### src/rtl/mac_pkg.sv
package mac_pkg;

    typedef enum logic {
        MODE_COMPUTE = 1'b0,
        MODE_LOAD    = 1'b1
    } cell_mode_e;

endpackage

### src/rtl/mac_mult.sv
module mac_mult #(
    parameter int IN_W       = 8,
    parameter int OUT_W      = 32,
    parameter bit SIGNED_OPS = 1'b1
) (
    input  logic [IN_W-1:0]  a_i,
    input  logic [IN_W-1:0]  b_i,
    output logic [OUT_W-1:0] prod_o
);
    localparam int PROD_W = 2 * IN_W;
    localparam int EXT_W  = OUT_W - PROD_W;

    logic [PROD_W-1:0] prod_raw;

    generate
        if (SIGNED_OPS) begin : g_signed
            assign prod_raw = PROD_W'($signed(a_i) * $signed(b_i));
            assign prod_o   = {{EXT_W{prod_raw[PROD_W-1]}}, prod_raw};
        end else begin : g_unsigned
            assign prod_raw = PROD_W'(a_i * b_i);
            assign prod_o   = {{EXT_W{1'b0}}, prod_raw};
        end
    endgenerate

endmodule

### src/rtl/mac_acc.sv
module mac_acc #(
    parameter int W = 32
) (
    input  logic [W-1:0] a_i,
    input  logic [W-1:0] b_i,
    output logic [W-1:0] sum_o
);
    // Plain modular addition; carry out is discarded.
    assign sum_o = a_i + b_i;

endmodule

### src/rtl/mac_cell.sv
module mac_cell #(
    parameter int DATA_W = 8,
    parameter int ACC_W  = 32
) (
    input  logic              clk,
    input  logic              rst_n,
    input  logic              clr,
    input  logic              en,
    input  logic              load,
    input  logic [DATA_W-1:0] act_in,
    input  logic [DATA_W-1:0] wgt_in,
    input  logic [ACC_W-1:0]  psum_in,
    output logic [DATA_W-1:0] right_out,
    output logic [DATA_W-1:0] down_out,
    output logic [ACC_W-1:0]  sum_out
);
    import mac_pkg::*;

    typedef struct packed {
        logic [DATA_W-1:0] right;
        logic [DATA_W-1:0] wgt;
        logic [DATA_W-1:0] down;
        logic [ACC_W-1:0]  sum;
    } cell_state_t;

    cell_state_t st_d, st_q;
    cell_mode_e  mode;
    logic [ACC_W-1:0] prod_ext;
    logic [ACC_W-1:0] mac_sum;

    assign mode = cell_mode_e'(load);

    mac_mult #(
        .IN_W      (DATA_W),
        .OUT_W     (ACC_W),
        .SIGNED_OPS(1'b1)
    ) u_mult (
        .a_i   (act_in),
        .b_i   (st_q.wgt),
        .prod_o(prod_ext)
    );

    mac_acc #(
        .W(ACC_W)
    ) u_acc (
        .a_i  (psum_in),
        .b_i  (prod_ext),
        .sum_o(mac_sum)
    );

    always_comb begin
        st_d = st_q;
        if (clr) begin
            st_d = '0;
        end else if (en) begin
            st_d.right = act_in;
            if (mode == MODE_LOAD) begin
                st_d.wgt  = wgt_in;
                st_d.down = wgt_in;
            end else begin
                st_d.sum = mac_sum;
            end
        end
    end

    always_ff @(posedge clk or negedge rst_n) begin
        if (!rst_n) begin
            st_q <= '0;
        end else begin
            st_q <= st_d;
        end
    end

    assign right_out = st_q.right;
    assign down_out  = st_q.down;
    assign sum_out   = st_q.sum;

    // activation forwarded with one cycle of latency
    p_fwd_act_r2: assert property (@(posedge clk) disable iff (!rst_n)
        (en && !clr) |=> (right_out == $past(act_in)));

    // synchronous clear zeroes all outputs
    p_clear_r5: assert property (@(posedge clk) disable iff (!rst_n)
        clr |=> (right_out == '0 && down_out == '0 && sum_out == '0));

    // disabled cell holds everything
    p_hold_r6: assert property (@(posedge clk) disable iff (!rst_n)
        (!en && !clr) |=> ($stable(right_out) && $stable(down_out) && $stable(sum_out)));

    // load mode passes the weight down and keeps the sum
    p_load_r7: assert property (@(posedge clk) disable iff (!rst_n)
        (en && load && !clr) |=> (down_out == $past(wgt_in) && $stable(sum_out)));

    // compute mode leaves the weight path untouched
    p_keep_wgt_r8: assert property (@(posedge clk) disable iff (!rst_n)
        (en && !load && !clr) |=> $stable(down_out));

endmodule

### config.mk
export PLATFORM = sky130hd
export DESIGN_NAME = mac_cell
export DESIGN_NICKNAME = d
export VERILOG_FILES = /design/src/rtl/mac_pkg.sv /design/src/rtl/mac_mult.sv /design/src/rtl/mac_acc.sv /design/src/rtl/mac_cell.sv
export SDC_FILE = /design/constraint.sdc
export NUM_CORES = 1
export LEC_CHECK = 0
export ABC_AREA = 1
export BUFFER_PORTS_ARGS = -buffer_cell sky130_fd_sc_hd__buf_2
export CORE_MARGIN = 5
export CORE_UTILIZATION = 45
export CTS_CLUSTER_DIAMETER = 60
export DETAILED_ROUTE_END_ITERATION = 10
export GPL_TIMING_DRIVEN = 0
export HOLD_SLACK_MARGIN = 0.1
export SLEW_MARGIN = 10
export SYNTH_ARGS = -nofsm -noshare
export SYNTH_HDL_FRONTEND = slang
export SYNTH_HIERARCHICAL = 1
export SYNTH_SLANG_ARGS = --single-unit
### constraint.sdc
create_clock -name clk -period 14.95 [get_ports clk]
set_input_delay 1.495 -clock clk [delete_from_list [all_inputs] [get_ports clk]]
set_output_delay 1.495 -clock clk [all_outputs]
set_load 0.01 [all_outputs]
==> results by group, run 1 <==
Power and ir drop
  • Power Total: 0.000749 W
  • Power per cell area: 88.5 nW/µm²
  • Leak: 5.61 nW
  • Worst VDD drop: 0.0000694 V

Setup path
  • Req. time, crit path: 15.18 ns
  • R2r worst-path depth: 27
  • Register-to-Register Setup Slack: 8.46 ns
  • WS Path Type: in2reg
  • WP data arrival: 7.69 ns
  • Crit path launch: act_in[7]
  • Critical path endpoint category: register
  • RR Startpoint: st_q[42]$_DFFE_PN0P_
  • Slowest stage cell, crit path: fa_1
  • Crit path max fanout: 17
  • Crit path top cell by count: nand2_1
  • Worst setup endpoint: sum_out[24]$_DFFE_PN0P_
  • Largest stage delay, worst path: 0.80 ns
  • R2R Path End: sum_out[24]$_DFFE_PN0P_
  • CP Launch Type: input port

Layout
  • Cell area after layout: 8450 µm²
  • Commonest cells after routing, fill and taps aside: 410 x nand2_1, 271 x inv_1, 106 x buf_2
  • Synthesis-to-finish area growth: 12.6%
  • Fin nets: 1,457
  • Commonest non-fill, non-tap cell in the layout: nand2_1
  • Finished Layout Cells: 1,509
  • Share of cells above drive strength 1: 14.0%
  • Ant. Diodes: 0
  • Fill cells: 1,761

Routing
  • Routed Antenna Nets: 0
  • DR DRC count: 0
  • DRT iter0 DRCs: 323
  • Uppermost layer routed: met4
  • Routed WL: 18.3 mm
  • WL met3: 835 µm
  • Vias per std cell: 4.63
  • DRT met1 WL: 9.44 mm
  • DR pass1 iterations: 5
  • Routed wl met2: 7.90 mm
  • Total number of vias: 6,992
  • Post-DR wirelength/cell: 12.1 µm

Timing
  • Worst Slack Setup Final: 7.50 ns
  • Unrepaired setup endpoints after global routing: no
  • Worst-margin pin slew: 1.03 ns
  • Worst clock skew: 0.00435 ns
  • Final Cycle Share: 49.8%
  • Final Setup Violations: 0
  • Final critical-path required period: 7.45 ns
  • Post-route setup TNS: 0 ns
  • Slew margin rel.: 31.5%
  • Final hold vios: 0
  • Fmax: 134 MHz
  • Pins Over Slew Limit: 0

Synthesis
  • Post-synth top area cell: nand2_1
  • Number of library cell types mapped by synthesis: 34
  • Synth Net Count: 1,352
  • Syn Inst Count: 1,183
  • FF+latch count, synth: 48
  • Share of the synthesized area in the top cell type: 20.5%
  • Sequential-to-total area share from yosys stat: 16.0%
  • Number of synthesis warnings: 6
  • Synth area leaders: nand2_1 20%, dfrtp_1 16%, fa_1 15%, inv_1 14%, ha_1 10%
  • Synthesized cell area: 7510 µm²
  • Syn_area_per_cell: 6.35 µm²

Floorplan
  • Chip height: 139 µm
  • Die area: 19,400 µm²
  • Initial core utilization: 45.6%
  • IO Pins: 101
  • FP Rows: 47
  • Core box area: 16,500 µm²
  • Die W: 139 µm

Clock network
  • TritonCTS Buffers: 5
  • Clock tree buffer depth: 2
  • Post-CTS setup buffer count: 0
  • Post-CTS sizing: 0
  • CTS Sinks: 48
  • CTS tree: done
  • Clock Latency Late Sink: 0.29 ns
  • H-Tree Depth: 2
  • Hold buffer count at cts: 0
  • Root buf cell: clkbuf_16
  • CTS clock-pin slew for the worst setup and hold paths: 0.07 ns

Place
  • Port bufs: 98
  • Final GP Congestion: 0.850
  • DP HPWL: 16.1 mm
  • Place WS: 7.13 ns
  • Placed cell count: 1,501
  • Post-DP Area: 8280 µm²

Run
  • Maxcap violations: 0

Global route
  • Initial antenna violation count: 0
  • Gr ovfl total: 0
  • Pin count of the biggest net entering global routing: 49
  • Vias in the first global route: 6,283
  • First-pass GRT wire length: 31.0 mm
  • GRT Total Usage: 19.2%

Hold path
  • Min-Delay Path Class: reg2reg
  • Min-Delay Path Depth: 2

Run status
  • Run status: finished, final reports clean
## Yosys cell counts
cell	instances
nand3_2	4
o21ai_2	1
xor2_1	20
nand2_2	16
o21bai_1	3
or2_4	1
nand2_8	1
buf_4	20
fa_1	56
or2_1	1
buf_6	5
or2_2	1
nor2_1	71
nand2_4	1
xnor2_1	4
o21ai_0	2
clkbuf_1	15
nor2_2	5
a21oi_2	1
o21ai_1	1
a21oi_1	26
a21o_1	2
inv_2	7
nand4_1	22
nor3_1	3
inv_4	1
buf_2	8
ha_1	60
inv_1	271
nor3_2	2
nand2_1	410
nand3_1	93
dfrtp_1	48
nand3b_1	1
## metal layers
metal | vias to the layer above | global-route usage (%)
met5 | - | 0
met4 | 0 | 3.50
met2 | 151 | 29.4
met3 | 10 | 1.59
li1 | 3703 | -
met1 | 3128 | 29.8
## stage by stage
step	hold WS, ns	util (%)
final	0.468	51.3
after global routing	0.499	51.3
after CTS	0.472	51.3
after detailed placement	0.456	50.3
after global placement	0.450	50.3
after floorplan	0.509	-
## sequential cells by signal, indices dropped and copies added, names as in the netlist
| name | cells |
|---|---|
| sum_out | 32 |
| right_out | 8 |
| st_q | 8 |
## worst max-delay path: cells and delay by family
| kind | cells | cell delay [ns] |
|---|---|---|
| simple gates | 17 | 2.19 |
| buf+inv | 5 | 0.87 |
| fa+ha+maj | 6 | 3.11 |
## where the power goes
group / switching, W / internal, W / total [W] / leakage [nW]
sequential: 0.00000846 / 0.000144 / 0.000153 / 0.650
clock: 0.0000485 / 0.0000838 / 0.000132 / 0.0871
combinational: 0.000295 / 0.000169 / 0.000464 / 4.87
total: 0.000352 / 0.000397 / 0.000749 / 5.61
## cell families after synthesis
| family | synth area share, % |
|---|---|
| AOI/OAI and AO/OA | 2.67 |
| xor gates and xnor gates | 2.80 |
| adders and majority gates | 24.9 |
| buffers and inverters | 18.0 |
| DFF | 16.0 |
| and+or+nand+nor | 35.6 |
## area by class of cell
type                       count  area, µm²  area share (%)
inverter                     279       1050            12.4
buffer                        48        303            3.58
clock buffer                   6        139            1.64
multi-input combinational    808       4960            58.6
clock inverter                 2       38.8           0.459
tap                          220        275            3.26
sequential                    48       1200            14.2
timing repair buffer          98        490            5.80
## how the worst min path moves through the flow
| stage | slack [ns] | startpoint | endpoint |
|---|---|---|---|
| after CTS | 0.47 | right_out[1]$_DFFE_PN0P_ | right_out[1]$_DFFE_PN0P_ |
| after global routing | 0.50 | right_out[3]$_DFFE_PN0P_ | right_out[3]$_DFFE_PN0P_ |
| after detailed placement | 0.46 | right_out[1]$_DFFE_PN0P_ | right_out[1]$_DFFE_PN0P_ |
| after global placement | 0.45 | right_out[2]$_DFFE_PN0P_ | right_out[2]$_DFFE_PN0P_ |
| final | 0.47 | right_out[2]$_DFFE_PN0P_ | right_out[2]$_DFFE_PN0P_ |
| after floorplan | 0.51 | right_out[0]$_DFFE_PN0P_ | right_out[0]$_DFFE_PN0P_ |
(Power assumes the default switching activity.)
==> run 2, diff against run 1 <==
--- a/config.mk
+++ b/config.mk
@@ -5,7 +5,7 @@
 export SDC_FILE = /design/constraint.sdc
 export NUM_CORES = 1
 export LEC_CHECK = 0
-export ABC_AREA = 1
+export ABC_AREA = 0
 export BUFFER_PORTS_ARGS = -buffer_cell sky130_fd_sc_hd__buf_2
 export CORE_MARGIN = 5
 export CORE_UTILIZATION = 45
@@ -13,6 +13,7 @@
 export DETAILED_ROUTE_END_ITERATION = 10
 export GPL_TIMING_DRIVEN = 0
 export HOLD_SLACK_MARGIN = 0.1
+export PLACE_DENSITY = 0.66
 export SLEW_MARGIN = 10
 export SYNTH_ARGS = -nofsm -noshare
 export SYNTH_HDL_FRONTEND = slang
==> constraint.sdc (replaced) <==
create_clock -name clk -period 6.9 [get_ports clk]
set_input_delay 0.69 -clock clk [delete_from_list [all_inputs] [get_ports clk]]
set_output_delay 0.69 -clock clk [all_outputs]
set_load 0.01 [all_outputs]
==> results by group, run 2 <==
Place
  • Port bufs: 99 (+1.0%)
  • Placed cell count: 1,016 (-32%)
  • DP HPWL: 13.2 mm (-18%)
  • Final GP Congestion: 0.927 (+9.0%)

Timing
  • Final Setup Violations: 0 (unchanged)
  • Final hold vios: 0 (unchanged)
  • Fmax: 151 MHz
  • Final hold slack: 0.415 ns (-0.0525 ns)
  • Unrepaired setup endpoints after global routing: yes
  • Worst clock skew: 0.00409 ns (-0.000260 ns)
  • Slew margin rel.: 56.7% (+25 points)
  • Worst-margin pin slew: 0.649 ns (-0.379 ns)
  • Pins Over Slew Limit: 0 (unchanged)
  • Final Cycle Share: 95.7%
  • Final critical-path required period: 6.60 ns

Layout
  • Largest register FFs: 32 (unchanged)
  • Synthesis-to-finish area growth: 15.1%
  • Fin nets: 1,012 (-31%)
  • Commonest non-fill, non-tap cell in the layout: buf_2
  • Fill cells: 1,384 (-21%)
  • Ant. Diodes: 0 (unchanged)
  • Commonest cells after routing, fill and taps aside: 101 x buf_2, 88 x inv_1, 58 x ha_1
  • Finished Layout Cells: 1,027 (-32%)
  • Share of cells above drive strength 1: 21.5% (+7.5 points)

Floorplan
  • Initial core utilization: 45.9% (+0.24 points)
  • Die W: 131 µm (-5.6%)
  • FP Rows: 44 (-6.4%)
  • IO Pins: 101 (unchanged)
  • Die area: 17,300 µm² (-11%)
  • Core box area: 14,500 µm² (-12%)
  • Chip height: 131 µm (-5.6%)

Routing
  • Post-DR wirelength/cell: 15.8 µm (+30%)
  • Total number of vias: 5,413 (-23%)
  • DRT iter0 DRCs: 266 (-18%)
  • DR DRC count: 0 (unchanged)
  • Vias per std cell: 5.27 (+14%)
  • Routed WL: 16.3 mm (-11%)
  • Routed Antenna Nets: 0 (unchanged)
  • DR pass1 iterations: 4 (-1)

Synthesis
  • Synth Area in Adders: 28.2% (+3.3 points)
  • Sequential-to-total area share from yosys stat: 18.1% (+2.1 points)
  • Synth Net Count: 902 (-33%)
  • Syn_area_per_cell: 9.06 µm² (+43%)
  • Number of synthesis warnings: 6 (unchanged)
  • Compound-cell area share of the yosys netlist: 15.8% (+13 points)
  • Number of library cell types mapped by synthesis: 62 (+82%)
  • FF+latch count, synth: 48 (unchanged)
  • Post-synth top flop: dfrtp_1
  • Top cells by count, synth: 88 x inv_1, 60 x ha_1, 56 x fa_1
  • Post-synth EDFFs: 0 (unchanged)
  • Most instantiated library cell after synthesis: inv_1
  • Syn Inst Count: 733 (-38%)
  • Proportion of synthesized area in mux cells: 1.38% (+1.4 points)
  • Largest family of logic cells by synthesized area: adder cells
  • Synth Area in Simple Gates: 21.2% (-14 points)
  • Synth area leaders: dfrtp_1 18%, fa_1 17%, ha_1 11%, nand4bb_1 5.4%, inv_1 5.0%
  • Synthesized cell area: 6640 µm² (-12%)
  • Post-Synth XOR/XNOR Area: 5.67% (+2.9 points)
  • Post-synth top area cell: dfrtp_1
  • Asr flop ratio synth: 100% (unchanged)
  • Share of the synthesized area in the top cell type: 18.1% (-2.4 points)

Clock network
  • Hold buffer count at cts: 0 (unchanged)
  • Clock tree buffer depth: 2 (unchanged)
  • CTS clock-pin slew for the worst setup and hold paths: 0.07 ns (about the same)
  • CTS Sinks: 48 (unchanged)
  • CTS tree: done
  • TritonCTS Buffers: 5 (unchanged)
  • H-Tree Depth: 2 (unchanged)
  • Root buf cell: clkbuf_16
  • Clock Latency Late Sink: 0.30 ns (about the same)

Setup path
  • Crit path max fanout: 9 (-8)
  • Req. time, crit path: 7.12 ns (-8.06 ns)
  • Critical path endpoint category: register
  • WS Path Type: in2reg
  • CP Launch Type: input port
  • WP data arrival: 6.83 ns (-0.86 ns)

Global route
  • First-pass GRT wire length: 28.2 mm (-9.1%)
  • Pin count of the biggest net entering global routing: 49 (unchanged)
  • Vias in the first global route: 5,727 (-8.8%)
  • Initial antenna violation count: 0 (unchanged)
  • GRT Total Usage: 19.3% (+0.16 points)
  • Gr ovfl total: 0 (unchanged)

Power and ir drop
  • Sw Share: 42.7% (-4.3 points)
  • Combinational share of power: 60.7% (-1.3 points)
  • Worst VDD drop: 0.000139 V (+100%)
  • Clock power share: 17.1% (-0.6 points)
  • Leak: 3.79 nW (-32%)
  • Reg power frac: 22.2% (+1.8 points)
  • Power per cell area: 201 nW/µm² (+130%)
  • Psw: 0.000655 W (+86%)
  • Int Pwr: 0.000880 W (+120%)

Run
  • Maxcap violations: 0 (unchanged)

Hold path
  • Min-Delay Path Class: in2async

Run status
  • Run status: finished, final reports clean
==> run 2: cell types whose count changed after synthesis, moves of 19 or more <==
cell	before	now
nand2_1	410	32
inv_1	271	88
nand3_1	93	18
and2_1	0	48
nor2_1	71	26
nand2b_1	0	37
nand4bb_1	0	32
o21ai_0	2	28
o21ai_1	1	27
xnor2_1	4	30
a21oi_1	26	45
==> run 2: logic make-up (layout without fill, tap and decap cells) <==
kind of cell	count (synthesis)	after routing
mux	9	9
compound gates	164	164
xor+xnor	43	43
flops	48	48
buf+inv	132	242
simple gates	221	221
fa+ha+maj	116	116
==> run 2: metal layers <==
layer	wire [µm]	track usage (%)	vias up
met5	0	0	-
met4	359	5.54	0
met3	669	3.02	24
met2	7740	31.6	115
met1	7490	26.7	2603
li1	-	-	2671
==> run 2: cell type report <==
cell class	instances	area [µm²]	area share [%]
clock buffer	6	139	1.82
multi-input combinational	553	4880	63.9
tap	184	230	3.01
timing repair buffer	104	536	7.01
buffer	43	309	4.04
inverter	88	330	4.32
sequential	48	1210	15.8
clock inverter	1	8.76	0.115
==> run 2: final timing paths <==
kind	start	end	slack, ns	depth (start not counted)
min	rst_n	sum_out[17]$_DFFE_PN0P_	0.42	1
min in group clk	right_out[7]$_DFFE_PN0P_	right_out[7]$_DFFE_PN0P_	0.53	2
max	act_in[3]	sum_out[30]$_DFFE_PN0P_	0.30	28
min reg2reg	right_out[7]$_DFFE_PN0P_	right_out[7]$_DFFE_PN0P_	0.53	2
max in group asynchronous	rst_n	st_q[45]$_DFFE_PN0P_	6.01	1
max reg2reg	st_q[44]$_DFFE_PN0P_	sum_out[30]$_DFFE_PN0P_	0.33	27
==> run 2: power groups by stage <==
stage / combinational, W / sequential, W / clock [W]
2_1_floorplan: 0.000664 / 0.000356 / 0
3_3_place_gp: 0.000885 / 0.000344 / 0
3_5_place_dp: 0.000889 / 0.000344 / 0
4_1_cts: 0.000908 / 0.000340 / 0.000271
5_1_grt: 0.00104 / 0.000346 / 0.000280
6_report: 0.000932 / 0.000340 / 0.000262
==> run 2: per-stage QoR <==
stage	power, W	instance area (µm²)	utilization (%)	setup WS, ns	setup TNS (ns)
3_5_place_dp	0.00123	7370	50.9	-0.664	-6.38
2_1_floorplan	0.00102	6640	-	0.0873	0
5_1_grt	0.00167	7640	52.8	-0.0735	-0.147
4_1_cts	0.00152	7560	52.2	0.0581	0
6_report	0.00153	7640	52.8	0.298	0
3_3_place_gp	0.00123	7360	50.9	-1.07	-12.50
==> run 2: critical path: stages <==
cell and delay (ns):
buf_2 0.16, and2_1 0.17, fa_1 0.53, inv_1 0.05, fa_1 0.49, inv_1 0.07
fa_1 0.54, inv_1 0.06, fa_1 0.53, inv_1 0.04, ha_1 0.33, and2_1 0.17
a221oi_2 0.29, a21o_1 0.24, a21boi_1 0.12, o2bb2ai_4 0.25, buf_4 0.20, ha_4 0.22
a21oi_1 0.27, o21ai_2 0.10, nor2_1 0.16, o2111ai_2 0.16, o211ai_2 0.16, o21ai_2 0.15
a221oi_2 0.31, xnor2_1 0.16, nand4bb_1 0.11, o21ai_0 0.07
==> run 2: repair_timing <==
item,in CTS,in global routing
setup endpoints to repair,13,12
endpoints found under the hold margin,0,0
pin swaps,1,10
buffers inserted,3,2
resized for setup,2,21
